File: src/rtl/i2c_byte_master_pkg.sv
package i2c_byte_master_pkg;
  typedef enum logic [1:0] {
    PH_IDLE  = 2'd0,
    PH_START = 2'd1,
    PH_BIT   = 2'd2,
    PH_STOP  = 2'd3
  } phase_e;
endpackage

File: src/rtl/i2cm_quarter_tick.sv
module i2cm_quarter_tick #(
  parameter int DIV = 8
) (
  input  logic clk,
  input  logic rst,
  input  logic run,
  output logic tick
);
  localparam int CW = (DIV > 1) ? $clog2(DIV) : 1;
  localparam logic [CW-1:0] LAST = CW'(DIV - 1);

  logic [CW-1:0] cnt;

  always_ff @(posedge clk) begin
    if (rst || !run)     cnt <= '0;
    else if (cnt == LAST) cnt <= '0;
    else                  cnt <= cnt + CW'(1);
  end

  assign tick = run && (cnt == LAST);
endmodule

File: src/rtl/i2cm_shifter.sv
module i2cm_shifter #(
  parameter int W = 8
) (
  input  logic         clk,
  input  logic         rst,
  input  logic         load,
  input  logic [W-1:0] load_val,
  input  logic         shift,
  input  logic         shift_in,
  output logic [W-1:0] q
);
  always_ff @(posedge clk) begin
    if (rst)        q <= '0;
    else if (load)  q <= load_val;
    else if (shift) q <= {q[W-2:0], shift_in};
  end
endmodule

File: src/rtl/i2cm_err_flag.sv
module i2cm_err_flag (
  input  logic clk,
  input  logic rst,
  input  logic set,
  input  logic clr,
  input  logic ie,
  output logic flag,
  output logic irq
);
  logic flag_n;
  assign flag_n = set ? 1'b1 : (clr ? 1'b0 : flag);

  always_ff @(posedge clk) begin
    if (rst) begin
      flag <= 1'b0;
      irq  <= 1'b0;
    end else begin
      flag <= flag_n;
      irq  <= flag_n & ie;
    end
  end

  assert_err_sticky_R10: assert property (@(posedge clk) disable iff (rst)
    (flag && !clr) |=> flag);
  assert_irq_needs_flag_R9: assert property (@(posedge clk) disable iff (rst)
    irq |-> flag);
  assert_irq_follows_R9: assert property (@(posedge clk) disable iff (rst)
    (flag && ie && !clr) |=> irq);
endmodule

File: src/rtl/i2c_byte_master.sv
module i2c_byte_master
  import i2c_byte_master_pkg::*;
#(
  parameter int DIV    = 8,
  parameter int LEN_W  = 4,
  parameter int DATA_W = 8
) (
  input  logic              clk,
  input  logic              rst,
  input  logic              go,
  input  logic [6:0]        go_addr,
  input  logic              go_read,
  input  logic [LEN_W-1:0]  go_len,
  input  logic [DATA_W-1:0] tx_data,
  input  logic              rx_nack,
  input  logic              err_clr,
  input  logic              err_ie,
  input  logic              sda_in,
  output logic              scl_oe,
  output logic              sda_oe,
  output logic              busy,
  output logic              byte_done,
  output logic [DATA_W-1:0] rx_data,
  output logic              bus_err,
  output logic              irq
);
  localparam int BC_W = $clog2(DATA_W + 1);
  localparam logic [BC_W-1:0] ACK_IDX = BC_W'(DATA_W);

  phase_e            ph, ph_n;
  logic [1:0]        q, q_n;
  logic [BC_W-1:0]   bitcnt, bit_n;
  logic              addr_ph, rd_mode, read_req, ack_ok;
  logic [LEN_W-1:0]  rem;
  logic              scl_r, sda_r, scl_n, sda_n;
  logic              busy_r, done_r;
  logic [DATA_W-1:0] rx_r;

  logic              tick, accept;
  logic              ack_sample, ack_end, bit_shift;
  logic              nack_tx, last_byte, go_stop, bit_drive;
  logic              sh_load, sh_shift;
  logic [DATA_W-1:0] sh_val, sh_q;
  logic              err_set;

  i2cm_quarter_tick #(.DIV(DIV)) u_tick (
    .clk(clk), .rst(rst), .run(busy_r), .tick(tick)
  );

  assign accept     = go && (ph == PH_IDLE) && !busy_r && !bus_err;
  assign bit_shift  = tick && (ph == PH_BIT) && (q == 2'd2) && (bitcnt != ACK_IDX);
  assign ack_sample = tick && (ph == PH_BIT) && (q == 2'd2) && (bitcnt == ACK_IDX);
  assign ack_end    = tick && (ph == PH_BIT) && (q == 2'd3) && (bitcnt == ACK_IDX);
  assign nack_tx    = !rd_mode && !ack_ok;
  assign last_byte  = addr_ph ? (rem == '0) : (rem == LEN_W'(1));
  assign go_stop    = nack_tx || last_byte;
  assign err_set    = ack_end && nack_tx;

  always_comb begin
    sh_load  = 1'b0;
    sh_val   = '0;
    sh_shift = 1'b0;
    if (accept) begin
      sh_load = 1'b1;
      sh_val  = DATA_W'({go_addr, go_read});
    end else if (bit_shift) begin
      sh_shift = 1'b1;
    end else if (ack_end && !go_stop && !(addr_ph ? read_req : rd_mode)) begin
      sh_load = 1'b1;
      sh_val  = tx_data;
    end
  end

  i2cm_shifter #(.W(DATA_W)) u_shift (
    .clk(clk), .rst(rst), .load(sh_load), .load_val(sh_val),
    .shift(sh_shift), .shift_in(sda_in), .q(sh_q)
  );

  i2cm_err_flag u_err (
    .clk(clk), .rst(rst), .set(err_set), .clr(err_clr), .ie(err_ie),
    .flag(bus_err), .irq(irq)
  );

  // next phase / quarter / bit position on a tick
  always_comb begin
    ph_n  = ph;
    q_n   = q + 2'd1;
    bit_n = bitcnt;
    case (ph)
      PH_IDLE:  q_n = q;
      PH_START: if (q == 2'd3) begin
                  ph_n  = PH_BIT;
                  bit_n = '0;
                end
      PH_BIT:   if (q == 2'd3) begin
                  if (bitcnt != ACK_IDX) bit_n = bitcnt + BC_W'(1);
                  else begin
                    bit_n = '0;
                    if (go_stop) ph_n = PH_STOP;
                  end
                end
      PH_STOP:  if (q == 2'd3) ph_n = PH_IDLE;
      default:  ph_n = PH_IDLE;
    endcase
  end

  // SDA value placed on the bus in the second quarter of a bit
  always_comb begin
    if (bitcnt != ACK_IDX) bit_drive = rd_mode ? 1'b0 : ~sh_q[DATA_W-1];
    else                   bit_drive = rd_mode ? ~rx_nack : 1'b0;
  end

  // line enables for the quarter being entered
  always_comb begin
    scl_n = 1'b0;
    sda_n = 1'b0;
    case (ph_n)
      PH_START: begin
        scl_n = (q_n >= 2'd2);
        sda_n = (q_n >= 2'd1);
      end
      PH_BIT: begin
        scl_n = (q_n < 2'd2);
        sda_n = (q_n == 2'd1) ? bit_drive : sda_r;
      end
      PH_STOP: begin
        scl_n = (q_n < 2'd2);
        sda_n = (q_n == 2'd0) ? sda_r : (q_n != 2'd3);
      end
      default: begin
        scl_n = 1'b0;
        sda_n = 1'b0;
      end
    endcase
  end

  always_ff @(posedge clk) begin
    if (rst) begin
      ph       <= PH_IDLE;
      q        <= 2'd0;
      bitcnt   <= '0;
      addr_ph  <= 1'b0;
      rd_mode  <= 1'b0;
      read_req <= 1'b0;
      rem      <= '0;
      ack_ok   <= 1'b0;
      scl_r    <= 1'b0;
      sda_r    <= 1'b0;
      busy_r   <= 1'b0;
      done_r   <= 1'b0;
      rx_r     <= '0;
    end else begin
      done_r <= 1'b0;
      if (accept) begin
        ph       <= PH_START;
        q        <= 2'd0;
        bitcnt   <= '0;
        busy_r   <= 1'b1;
        addr_ph  <= 1'b1;
        rd_mode  <= 1'b0;
        read_req <= go_read;
        rem      <= go_len;
      end else if (tick) begin
        ph     <= ph_n;
        q      <= q_n;
        bitcnt <= bit_n;
        scl_r  <= scl_n;
        sda_r  <= sda_n;
        if (ack_sample) ack_ok <= ~sda_in;
        if (ack_end) begin
          done_r <= 1'b1;
          if (rd_mode) rx_r <= sh_q;
          if (!go_stop) begin
            addr_ph <= 1'b0;
            if (addr_ph) rd_mode <= read_req;
            else         rem     <= rem - LEN_W'(1);
          end
        end
        if (ph == PH_STOP && q == 2'd3) busy_r <= 1'b0;
      end
    end
  end

  assign scl_oe    = scl_r;
  assign sda_oe    = sda_r;
  assign busy      = busy_r;
  assign byte_done = done_r;
  assign rx_data   = rx_r;

  assert_lines_idle_R1: assert property (@(posedge clk) disable iff (rst)
    !busy |-> (!scl_oe && !sda_oe));
  assert_sda_moves_scl_low_R3: assert property (@(posedge clk) disable iff (rst)
    (ph == PH_BIT && $past(ph) == PH_BIT && sda_oe != $past(sda_oe))
      |-> (scl_oe && $past(scl_oe)));
  assert_ack_release_R4: assert property (@(posedge clk) disable iff (rst)
    (ph == PH_BIT && !rd_mode && bitcnt == ACK_IDX && q != 2'd0) |-> !sda_oe);
  assert_abort_stop_R7: assert property (@(posedge clk) disable iff (rst)
    (ack_end && !rd_mode && !ack_ok) |=> (ph == PH_STOP && bus_err));
  assert_rx_nack_no_err_R8: assert property (@(posedge clk) disable iff (rst)
    (ack_end && rd_mode && !bus_err && !err_clr) |=> !bus_err);
  assert_go_blocked_R10: assert property (@(posedge clk) disable iff (rst)
    (go && bus_err && !busy) |=> !busy);
  assert_done_pulse_R11: assert property (@(posedge clk) disable iff (rst)
    byte_done |=> !byte_done);
endmodule

File: config.mk
export PLATFORM = sky130hd
export DESIGN_NAME = i2c_byte_master
export DESIGN_NICKNAME = d
export VERILOG_FILES = /design/src/rtl/i2c_byte_master_pkg.sv /design/src/rtl/i2cm_quarter_tick.sv /design/src/rtl/i2cm_shifter.sv /design/src/rtl/i2cm_err_flag.sv /design/src/rtl/i2c_byte_master.sv
export SDC_FILE = /design/constraint.sdc
export NUM_CORES = 1
export LEC_CHECK = 0
export ABC_AREA = 1
export BUFFER_PORTS_ARGS = -buffer_cell sky130_fd_sc_hd__buf_4
export CAP_MARGIN = 0
export CORE_UTILIZATION = 30
export DETAILED_ROUTE_END_ITERATION = 10
export PLACE_DENSITY = 0.45
export SLEW_MARGIN = 20
export SYNTH_ARGS = -nofsm -noshare
export SYNTH_HDL_FRONTEND = slang
export SYNTH_HIERARCHICAL = 1
export SYNTH_SLANG_ARGS = --single-unit
File: constraint.sdc
create_clock -name clk -period 2.1 [get_ports clk]
set_input_delay 0.105 -clock clk [delete_from_list [all_inputs] [get_ports clk]]
set_output_delay 0.105 -clock clk [all_outputs]
set_load 0.01 [all_outputs]
==> results of run 1 <==
[flip-flops by register name (all words and copies together) (netlist names)]
name        cells
q               2
sda_oe          1
rem             4
bitcnt          4
ph              2
ack_ok          1
u_tick/cnt      3
byte_done       1
u_shift/q       8
addr_ph         1
read_req        1
rd_mode         1
rx_data         8
scl_oe          1
u_err/irq       1
u_err/flag      1
busy            1
[power breakdown]
part | switching (mW) | total (mW) | leakage [nW] | internal [mW]
clock | 0.299 | 0.530 | 0.0450 | 0.231
sequential | 0.0249 | 0.828 | 0.333 | 0.803
combinational | 0.160 | 0.281 | 0.968 | 0.121
total | 0.484 | 1.64 | 1.35 | 1.16
[layer usage]
metal	vias up	wire length, um	track usage, %
li1	1163	-	-
met1	956	3180	21.5
met2	47	2300	19.9
met3	6	227	2.95
met4	0	80	4.84
met5	-	0	0
[worst reg2reg max path, cell delays in order (launching register included)]
cell	delay, ns
sky130_fd_sc_hd__dfxtp_1	0.34
sky130_fd_sc_hd__ha_1	0.15
sky130_fd_sc_hd__ha_1	0.16
sky130_fd_sc_hd__nand2_1	0.06
sky130_fd_sc_hd__inv_1	0.12
sky130_fd_sc_hd__buf_4	0.17
sky130_fd_sc_hd__nand3_2	0.10
sky130_fd_sc_hd__nor3_4	0.27
sky130_fd_sc_hd__buf_6	0.17
sky130_fd_sc_hd__nor2_8	0.05
sky130_fd_sc_hd__nand2_1	0.06
sky130_fd_sc_hd__nand3_1	0.06
sky130_fd_sc_hd__nand2_1	0.06
sky130_fd_sc_hd__inv_1	0.03
[per-stage QoR]
stage | util [%] | cell area (sq um)
3_5_place_dp | 38.0 | 2820
6_report | 39.5 | 2930
2_1_floorplan | - | 2360
4_1_cts | 39.1 | 2900
5_1_grt | 39.5 | 2930
3_3_place_gp | 38.0 | 2820
[area by class of cell]
cell class | count | area share [%]
Sequential cell | 41 | 28.1
Tap cell | 99 | 4.23
Inverter | 54 | 6.97
Timing Repair Buffer | 55 | 14.2
Clock inverter | 2 | 0.342
Clock buffer | 6 | 2.48
Multi-Input combinational cell | 228 | 43.8
[logic make-up after synthesis]
logic type | Yosys count | synth area share (%)
AND/OR/NAND/NOR | 151 | 30.1
buffers and inverters | 62 | 11.7
AO/OA/AOI/OAI | 61 | 15.3
flip-flops | 41 | 34.8
adder cells (fa/ha/maj) | 13 | 6.90
XOR/XNOR | 3 | 1.11
[placed cells by master (no fill, tap or decap), types with 3 or more instances in the layout]
| cell | instances |
|---|---|
| sky130_fd_sc_hd__nor2_1 | 25 |
| sky130_fd_sc_hd__o21ai_0 | 29 |
| sky130_fd_sc_hd__nand2_2 | 4 |
| sky130_fd_sc_hd__buf_4 | 53 |
| sky130_fd_sc_hd__dfxtp_1 | 41 |
| sky130_fd_sc_hd__nand3_2 | 3 |
| sky130_fd_sc_hd__nand4_1 | 4 |
| sky130_fd_sc_hd__ha_1 | 13 |
| sky130_fd_sc_hd__clkinv_2 | 3 |
| sky130_fd_sc_hd__a21oi_1 | 18 |
| sky130_fd_sc_hd__inv_1 | 48 |
| sky130_fd_sc_hd__inv_2 | 5 |
| sky130_fd_sc_hd__clkbuf_8 | 5 |
| sky130_fd_sc_hd__nand3_1 | 23 |
| sky130_fd_sc_hd__nand2_1 | 81 |
[path summary, 6_finish.rpt]
path / from / end / slack (ns)
min: err_ie / u_err/irq / 0.03
max: u_tick/cnt[0] / u_shift/q[1] / 0.19
min reg2reg: u_tick/cnt[0] / u_tick/cnt[0] / 0.42
max reg2reg: u_tick/cnt[0] / u_shift/q[1] / 0.19
==> results.txt, run 1 <==
The combined global-route utilization of all metal layers came out at 14.3%. The die height came out at 90.6 um. Among all flip-flop cells after synthesis, the most frequent one is sky130_fd_sc_hd__dfxtp_1. The worst setup path is of the reg -> reg kind. The clock latency reported for the late side of the worst-skew pair came out at 0.30 ns. The iteration-0 DRC count of the detailed router came out at 129. The number of gates on the worst path with buffers counted came out at 13. The count of antenna diodes in the layout came out at 0. The share of async-settable or async-resettable flops after synthesis is 0%.

The highest-delay cell along the critical path is sky130_fd_sc_hd__dfxtp_1. For this run, design rule violations remaining after detail routing come to 0. The number of hold-slack violations in the final timing report is 0. The number of nets in the synthesized netlist is 371. The count of buffers from port buffering came out at 40.

The average footprint of a synthesized cell is 7.12 sq um. The count of TritonRoute iterations in the first routing pass came out at 4. After detailed routing, the number of vias per cell comes to 4.48.

The post-detailed-route wirelength per cell is 11.9 um. The core area is 0.00741 sq mm. The half-perimeter wire length after placement is 4410 um.

The arrival time reported for the critical path endpoint is 2.11 ns. The largest net degree at the start of global routing came out at 18. Sequential elements use 34.8% of the synthesized area. The clock-pin slew of the registers on the worst-case setup and hold paths came out at 0.09 ns.

The actual transition at the worst max-transition pin is 0.580 ns. In the post-route analysis, the smallest setup slack over all paths is 0.189 ns. The number of enable flip-flop cells after synthesis is 0. The tool flagged a number of max-cap violations equal to 0.

The synthesized design contains 41 register bits. The width of the die came out at 90.6 um. The number of cells on the worst hold path is 3. The area overhead of the layout relative to synthesis is 24.1%. Of the available clock period, the critical path in the final layout requires 91.0%. The setup violation total in the final timing report is 0. The residual overflow from global routing is 0. The largest stage delay on the critical path came out at 0.34 ns.

Summed over all failing endpoints, the final setup total negative slack is 0 ns. The number of cell rows came out at 31. The number of gates resized after CTS was 0. The number of warnings issued by yosys is 6. The most used cell along the critical path is sky130_fd_sc_hd__nand2_1. The worst slew slack as a fraction of its limit came out at 61.3%. The count of antenna-violating nets left after detailed routing came out at 0.

The post-CTS setup repair buffer count is 0. The mapped netlist covers 0.00236 sq mm. The number of distinct library cells after synthesis came out at 37. The critical path buffer and inverter count came out at 4. The worst hold margin came out at 0.0289 ns. The final instance count without filler cells is 485. The worst hold path belongs to the class in -> reg. The cell leakage power came out at 1.35 nW.

Synthesis produced 331 cells. The final layout contains 425 nets. The area taken by flip-flops and latches came out at 821 sq um.

The run finished with clean final reports. By area the synthesized netlist is led by sky130_fd_sc_hd__dfxtp_1 35%, sky130_fd_sc_hd__nand2_1 13%, sky130_fd_sc_hd__inv_1 7.6%, sky130_fd_sc_hd__ha_1 6.9%, sky130_fd_sc_hd__o21ai_0 6.2%. The initial core utilization came out at 31.8%. The clock sink count came out at 41. sky130_fd_sc_hd__nand2_1 is the most common cell in the netlist. The post-route total power came out at 1.64 mW.

The total via count in the routed design is 2172. The die footprint came out at 0.00822 sq mm. Of all cell types, the one taking the most synthesized area is sky130_fd_sc_hd__dfxtp_1. In this run the power density over the cells is 560 mW/mm^2. The final weighted congestion in routability-driven placement came out at 0.768. The worst setup path is launched from a flop. The global-route wire length before repair is 9480 um.

The number of buffers created by CTS came out at 5. The setup skew after layout came out at 0.0112 ns. The number of top-level design ports came out at 41. The number of fill cells is 814. Setup repair after global routing left no endpoint under its margin. The maximum fanout encountered on the critical timing path came out at 8. The worst setup timing slack at the placement stage came out at 0.111 ns. The maximum count of clock buffers along a single path is 2.

The via count of the first global-routing pass was 1993. The CTS tree is yes. The count of placed standard cells including taps came out at 476. The initial antenna violation count came out at 0. The total wirelength of the detailed-routed design is 5790 um. The number of slew-limit violations in the final report came out at 0. STA classifies the critical path endpoint as a flop.

In this run, post-CTS hold repair placed 0 buffers. The required arrival time at the worst endpoint came out at 2.29 ns. The signal on the critical path passes through ha_1 > ha_1 > nand2_1 > inv_1 > buf_4 > nand3_2 > nor3_4 > buf_6 > nor2_8 > nand2_1 > nand3_1 > nand2_1 > inv_1.

The cell chosen for the clock root is sky130_fd_sc_hd__clkbuf_8. Based on the critical path, the design can be clocked at up to 523 MHz. By count the netlist is led by 82 x sky130_fd_sc_hd__nand2_1, 48 x sky130_fd_sc_hd__inv_1, 41 x sky130_fd_sc_hd__dfxtp_1, 29 x sky130_fd_sc_hd__o21ai_0, 25 x sky130_fd_sc_hd__nor2_1. The fraction of final layout cells sized beyond drive strength 1 is 23.3%.

The combined area of the multi-input logic cells came out at 0.00128 sq mm. The top cell type's share of synthesized area is 34.8%. The maximum level of the CTS H-tree is 2. The worst IR drop on VDD is 213 uV.

After layout, the minimum clock period comes to 1.91 ns. The cell count of the worst reg-to-reg path is 13. Grouping stages by cell kind, the critical path spends the most delay in simple AND/OR/NAND/NOR gates.
(Power assumes the default switching activity.)
==> run 2: changes to the inputs <==
--- a/config.mk
+++ b/config.mk
@@ -10,9 +10,10 @@
 export CAP_MARGIN = 0
 export CORE_UTILIZATION = 30
 export DETAILED_ROUTE_END_ITERATION = 10
-export PLACE_DENSITY = 0.45
+export PLACE_DENSITY_LB_ADDON = 0.25
 export SLEW_MARGIN = 20
 export SYNTH_ARGS = -nofsm -noshare
 export SYNTH_HDL_FRONTEND = slang
 export SYNTH_HIERARCHICAL = 1
 export SYNTH_SLANG_ARGS = --single-unit
+export TNS_END_PERCENT = 30
==> results.txt, run 2 (synthesis results as in run 1) <==
The flow ran to the end, and the final reports show no timing, DRC or antenna violations. The library cell used most frequently in the layout, excluding fill and tap cells, is sky130_fd_sc_hd__nand2_1. The post-layout minimum cycle time was 1.95 ns (+0.0388 ns).

The count of TritonRoute iterations in the first routing pass is 4 (unchanged). The initial antenna violation count came to 0 (unchanged). The startpoint identified for the worst hold timing path is err_ie.

The residual overflow from global routing came out at 0 (unchanged). The half-perimeter wire length after placement is 4130 um (-6.2%). The ratio of total power to cell area is 554 mW/mm^2 (-1.1%).

The number of buffers created by CTS came out at 5 (unchanged). The cell count of the worst reg-to-reg path came out at 10 (-3). The cell internal power dissipation is 1.19 mW (+2.8%). The setup skew after layout came out at 0.00565 ns (-0.00553 ns). The net switching power figure came out at 450 uW (-7.0%). For this design, the slowest cell found on the critical path is sky130_fd_sc_hd__dfxtp_1. The maximum level of the CTS H-tree is 2 (unchanged). The fraction of final layout cells sized beyond drive strength 1 came to 23.9% (+0.59 points). The arrival time reported for the critical path endpoint is 2.18 ns (+0.07 ns). The summed negative setup slack over all endpoints came out at 0 ns (unchanged). The critical path in this run is classified as reg -> reg. The combined global-route utilization of all metal layers came out at 14.8% (+0.44 points). In this run the critical register-to-register path is launched from ph[0]. Walking the worst path, the cells encountered are inv_1 > ha_1 > nand3_2 > clkinv_2 > nor3_2 > clkdlybuf4s15_2 > nand2_1 > nand2_1 > nand2_1 > a21oi_1. The number of cell rows came to 31 (unchanged). The category of the worst setup path capture point is a flop. The number of top-level design ports is 41 (unchanged). The largest stage delay on the critical path was 0.42 ns (+0.08 ns). The switching share of total power came out at 27.5% (-2.0 points). The die height is 90.6 um (unchanged).

The number of maximum-capacitance constraint violations was 0 (unchanged). The cell area after placement is 0.00280 sq mm (-0.53%). The number of fill cells came out at 785 (-3.6%). CTS placed an instance of sky130_fd_sc_hd__clkbuf_8 at the clock tree root. The number of slew-limit violations in the final report was 0 (unchanged).

STA classifies the critical path startpoint as a flop. The terminating pin of the worst hold path is u_err/irq. The maximum count of clock buffers along a single path was 2 (unchanged). The required arrival time at the worst endpoint is 2.33 ns (+0.04 ns). The total wirelength of the detailed-routed design is 5540 um (-4.4%). The final non-filler cell area is 0.00296 sq mm (+1.0%). The setup violation total in the final timing report is 0 (unchanged).

The worst hold-check path type is in -> reg. TritonCTS built the clock tree. The most used cell along the critical path is sky130_fd_sc_hd__nand2_1. The maximum frequency from static timing analysis was 513 MHz (-2.0%). The post-detailed-route wirelength per cell is 11.3 um (-5.0%).

The portion of total power attributed to combinational logic is 17.4% (+0.3 points). The top cell types in the final layout, fill and taps aside, are 81 x sky130_fd_sc_hd__nand2_1, 57 x sky130_fd_sc_hd__buf_4, 47 x sky130_fd_sc_hd__inv_1. The maximum fanout encountered on the critical timing path was 9 (+1). The width of the die was 90.6 um (unchanged). The iteration-0 DRC count of the detailed router is 106 (-18%). The total via count in the routed design is 2186 (+0.64%).

The global-route wire length before repair is 9760 um (+3.0%). The count of antenna diodes in the layout came out at 0 (unchanged). The total of hold buffers inserted after clock tree synthesis came out at 0 (unchanged). The number of hold-slack violations in the final timing report came out at 0 (unchanged). The portion of total power attributed to sequential cells was 50.6% (about the same). The initial core utilization is 31.8% (unchanged). The number of cells on the worst hold path is 3 (unchanged).

The actual transition at the worst max-transition pin came out at 0.560 ns (-0.0195 ns). The worst slew slack as a fraction of its limit was 62.6% (+1.3 points). The area overhead of the layout relative to synthesis came out at 25.4%. The clock sink count is 41 (unchanged). The count of antenna-violating nets left after detailed routing is 0 (unchanged). The net count reported at finish is 429 (+0.94%).

The cell leakage power is 1.37 nW (+1.6%). The final weighted congestion in routability-driven placement came out at 0.818 (+6.5%). The area taken by flip-flops and latches came to 821 sq um (unchanged). The die footprint is 0.00822 sq mm (unchanged). The count of buffers from port buffering came out at 40 (unchanged).

The clock latency reported for the late side of the worst-skew pair was 0.29 ns (about the same). The clock network power share came out at 32.0% (-0.3 points). The share of the cycle needed by the critical path after routing is 92.8% (+1.8 points). The register-to-register setup slack came to 0.15 ns (-0.04 ns).

The combined area of the multi-input logic cells came out at 0.00128 sq mm (about the same). The clock-pin slew of the registers on the worst-case setup and hold paths came out at 0.08 ns (about the same). The largest net degree at the start of global routing is 18 (unchanged). The core area came to 0.00741 sq mm (unchanged). The worst register-to-register path ends at u_shift/q[6]. The worst IR drop on VDD came out at 245 uV (+15%). The via density per instance is 4.48 (about the same).

The via count of the first global-routing pass is 2081 (+4.4%). The number of DRC violations after detailed routing is 0 (unchanged).
[run 2: changes by cell type in the layout (fill, tap and decap cells not counted), sizes merged]
cell,change
buf,+2
clkinv,-2
clkbuf,+1
clkdlybuf4s15,+1
o211ai,+1
[run 2: critical path: cells and delay by family, from the launching register on]
| kind | cells | cell delay [ns] |
|---|---|---|
| AOI/OAI and AO/OA | 1 | 0.10 |
| adders and majority gates | 1 | 0.31 |
| buffers and inverters | 3 | 0.52 |
| DFF | 1 | 0.42 |
| and+or+nand+nor | 5 | 0.54 |
[run 2: layout make-up]
class / instances / share of cell area [%]
repair buffers: 58 / 14.9
multi-input cells: 229 / 43.4
inverters: 54 / 6.90
flip-flops and latches: 41 / 27.8
well taps: 99 / 4.19
clock buffers: 7 / 2.92
[run 2: metal layers]
metal / vias up / part of all wire, % / track usage [%]
met4: 0 / 1.3 / 4.57
met1: 952 / 54 / 20.9
met3: 5 / 4.2 / 2.78
met2: 60 / 40 / 22.5
met5: - / 0 / 0
li1: 1169 / - / -
[run 2: per-stage QoR]
step	hold slack [ns]	setup slack [ns]	std cells	total power, mW	util, %
3_3_place_gp	0.330	0.187	474	1.13	37.8
6_report	0.0370	0.150	488	1.64	39.9
4_1_cts	0.0283	0.108	481	1.66	39.0
3_5_place_dp	0.345	0.126	474	1.13	37.8
5_1_grt	0.0281	-0.00301	488	1.74	39.9
2_1_floorplan	0.172	0.185	331	1.03	-
[run 2: timing repair]
item / CTS / global route
setup endpoints to repair: 0 / 8
resized for setup: 0 / 4
buffers inserted: 0 / 5
[run 2: worst max-delay path by stage]
| stage | startpoint | endpoint | slack (ns) |
|---|---|---|---|
| finish | ph[0] | u_shift/q[6] | 0.15 |
| CTS | u_tick/cnt[0] | u_shift/q[0] | 0.11 |
| detailed placement | u_tick/cnt[0] | u_shift/q[3] | 0.13 |
| global placement | u_tick/cnt[0] | u_shift/q[0] | 0.19 |
| global route | bitcnt[0] | u_shift/q[3] | -0.003 |
| floorplan | u_tick/cnt[0] | u_shift/q[0] | 0.18 |
[run 2: power by group through the flow]
stage | combinational (mW) | sequential, mW | clock [mW]
2_1_floorplan | 0.187 | 0.841 | 0
6_report | 0.284 | 0.829 | 0.524
5_1_grt | 0.325 | 0.833 | 0.576
3_5_place_dp | 0.281 | 0.846 | 0
4_1_cts | 0.283 | 0.828 | 0.548
3_3_place_gp | 0.281 | 0.845 | 0
==> run 3: changes to the inputs <==
--- a/config.mk
+++ b/config.mk
@@ -6,11 +6,11 @@
 export NUM_CORES = 1
 export LEC_CHECK = 0
 export ABC_AREA = 1
-export BUFFER_PORTS_ARGS = -buffer_cell sky130_fd_sc_hd__buf_4
 export CAP_MARGIN = 0
 export CORE_UTILIZATION = 30
 export DETAILED_ROUTE_END_ITERATION = 10
-export PLACE_DENSITY_LB_ADDON = 0.25
+export DONT_BUFFER_PORTS = 1
+export SETUP_SLACK_MARGIN = 0.4
 export SLEW_MARGIN = 20
 export SYNTH_ARGS = -nofsm -noshare
 export SYNTH_HDL_FRONTEND = slang
==> results.txt, run 3 (synthesis results as in run 1) <==
The clock sink count came out at 41 (unchanged). The total via count in the routed design came out at 2186 (unchanged). The maximum count of clock buffers along a single path is 2 (unchanged). The number of cell rows came to 31 (unchanged). The via density per instance came to 4.77 (+6.6%). The worst hold path belongs to the class in -> reg. The setup skew after layout is 0.0148 ns (+0.00918 ns). The register-to-register setup slack came to 0.32 ns (+0.17 ns).

The largest net degree at the start of global routing came out at 18 (unchanged). The worst setup timing slack at the placement stage came out at 0.155 ns (+0.0289 ns). The count of antenna-violating nets left after detailed routing is 0 (unchanged).

The worst hold margin is 0.0234 ns (-0.0135 ns). The clock-pin slew of the registers on the worst-case setup and hold paths came out at 0.09 ns (about the same). The critical path in this run is classified as reg -> reg. The number of hold-slack violations in the final timing report was 0 (unchanged). The critical path buffer and inverter count is 3 (unchanged). The residual overflow from global routing came to 0 (unchanged). The initial antenna violation count is 0 (unchanged). The count of buffers from port buffering is 0 (-100%).

The net count reported at finish is 398 (-7.2%). The area taken by flip-flops and latches was 833 sq um (+1.5%). The ratio of total power to cell area came out at 576 mW/mm^2 (+3.9%). The combined area of the multi-input logic cells is 0.00141 sq mm (+10%). The die footprint was 0.00822 sq mm (unchanged). The run finished with clean final reports.

The half-perimeter wire length after placement is 4060 um (-1.8%). The number of cells on the worst hold path came out at 3 (unchanged). The most common library cell in the layout ignoring fill and taps is sky130_fd_sc_hd__nand2_1.

The die height came out at 90.6 um (unchanged). The worst register-to-register path ends at u_shift/q[5]. The maximum fanout encountered on the critical timing path is 8 (-1). The count of TritonRoute iterations in the first routing pass is 4 (unchanged). The area overhead of the layout relative to synthesis came out at 24.9%. The post-detailed-route wirelength per cell was 12.7 um (+12%). The number of maximum-capacitance constraint violations is 0 (unchanged). The actual transition at the worst max-transition pin is 0.570 ns (+0.0101 ns). The global-route wire length before repair is 9870 um (+1.1%). For this design, the slowest cell found on the critical path is sky130_fd_sc_hd__dfxtp_2.

Walking the worst path, the cells encountered are inv_2 > ha_4 > nand2_4 > nor2_8 > nand4_4 > nor2_4 > o211ai_4 > nand2_4 > buf_12 > nor2_8 > nand2_2 > nand3_2 > nand2_2 > inv_1. Setup repair after global routing could not meet its margin everywhere. STA classifies the critical path endpoint as a flop. The initial core utilization was 31.8% (unchanged). The iteration-0 DRC count of the detailed router is 137 (+29%). The required arrival time at the worst endpoint came out at 2.31 ns (-0.02 ns). The post-layout minimum cycle time came to 1.78 ns (-0.171 ns). The worst IR drop on VDD came to 265 uV (+8.2%). The fraction of final layout cells sized beyond drive strength 1 came out at 25.3% (+1.4 points). The number of fill cells is 754 (-3.9%). The origin of the critical flop-to-flop path is bitcnt[0]. The terminating pin of the worst hold path is ph[1]. The combined global-route utilization of all metal layers came out at 15.0% (+0.18 points).

The cell sitting at the root of the clock tree is a sky130_fd_sc_hd__clkbuf_8. The core area came out at 0.00741 sq mm (unchanged). The startpoint of the worst hold path is rst.

The arrival time reported for the critical path endpoint is 1.99 ns (-0.19 ns). The via count of the first global-routing pass came out at 2071 (-0.48%). The number of slew-limit violations in the final report was 0 (unchanged). The kind of cell adding the most delay to the critical path is simple AND/OR/NAND/NOR gates. The number of top-level design ports is 41 (unchanged). The width of the die was 90.6 um (unchanged).

The worst setup path is launched from a flop. The post-route total power was 1.70 mW (+3.6%). The number of DRC violations after detailed routing is 0 (unchanged). The CTS tree is yes. The clock latency reported for the late side of the worst-skew pair came to 0.31 ns (+0.02 ns). The count of antenna diodes in the layout is 0 (unchanged). The cell leakage power was 1.24 nW (-9.5%). The share of the cycle needed by the critical path after routing was 84.7% (-8.1 points). The setup violation total in the final timing report was 0 (unchanged). The final weighted congestion in routability-driven placement is 0.851 (+4.1%). The maximum level of the CTS H-tree came to 2 (unchanged). The maximum frequency from static timing analysis is 562 MHz (+9.6%). The summed negative setup slack over all endpoints is 0 ns (unchanged). The worst slew slack as a fraction of its limit came out at 61.9% (-0.68 points). The worst path setup slack after routing came out at 0.321 ns (+0.171 ns). The cell count of the worst reg-to-reg path was 14 (+4). Leaving out fill and tap cells, the most frequent cells in the layout are 78 x sky130_fd_sc_hd__nand2_1, 42 x sky130_fd_sc_hd__inv_1, 33 x sky130_fd_sc_hd__dfxtp_1. The total wirelength of the detailed-routed design is 5840 um (+5.5%). The number of buffers created by CTS came to 5 (unchanged). The largest stage delay on the critical path is 0.35 ns (-0.07 ns).
## run 3: cell types whose count changed in the layout (fill, tap and decap cells not counted), sizes merged
cell / delta
clkinv: +2
clkbuf: -1
buf: -35
dlygate4sd3: +4
## run 3: per-stage QoR
| step | utilization [%] | instance area (sq um) | instances |
|---|---|---|---|
| global placement | 34.6 | 2560 | 430 |
| global route | 39.8 | 2950 | 458 |
| CTS | 38.8 | 2880 | 452 |
| floorplan | - | 2440 | 331 |
| finish | 39.8 | 2950 | 458 |
| detailed placement | 34.6 | 2560 | 430 |
## run 3: worst max-delay path by stage
stage / from / endpoint / slack, ns / cells after the start
2_1_floorplan: u_tick/cnt[1] / u_shift/q[1] / 0.29 / 15
3_3_place_gp: u_tick/cnt[1] / u_shift/q[1] / 0.23 / 14
3_5_place_dp: u_tick/cnt[0] / u_shift/q[5] / 0.15 / 14
4_1_cts: rem[0] / u_shift/q[5] / 0.35 / 15
5_1_grt: bitcnt[0] / u_shift/q[5] / 0.20 / 14
6_report: bitcnt[0] / u_shift/q[5] / 0.32 / 14
## run 3: power by group
part	switching, mW	internal [mW]
Combinational	0.169	0.124
Clock	0.302	0.267
Sequential	0.0304	0.805
## run 3: repair_timing
action	4_1_cts	5_1_grt
resized for setup	21	10
hold buffers	4	0
buffers inserted	7	5
gates cloned	3	1
endpoints found under the setup margin	23	26
pin swaps	11	7
hold endpoints to repair	9	0
## run 3: metal layers
layer	global-route usage, %	routed length [um]	up-vias	part of all wire [%]
met5	0	0	-	0
met4	5.65	124	0	2.1
met3	2.78	258	11	4.4
met2	24.9	2650	53	45
met1	19.1	2800	1003	48
li1	-	-	1119	-
## run 3: area by class of cell
cell class | instances | share of cell area [%]
repair buffers | 27 | 8.92
clock inverters | 2 | 0.467
inverters | 54 | 7.31
flip-flops and latches | 41 | 28.3
multi-input cells | 229 | 48.0
well taps | 99 | 4.21
clock buffers | 6 | 2.80
## run 3: worst register-to-register path, delay by kind of cell, from the launching register on
kind                       cells  cell delay, ns
DFF                            1            0.35
AOI/OAI and AO/OA              1            0.13
adders and majority gates      1            0.15
buffers and inverters          3            0.25
and+or+nand+nor                9            0.81
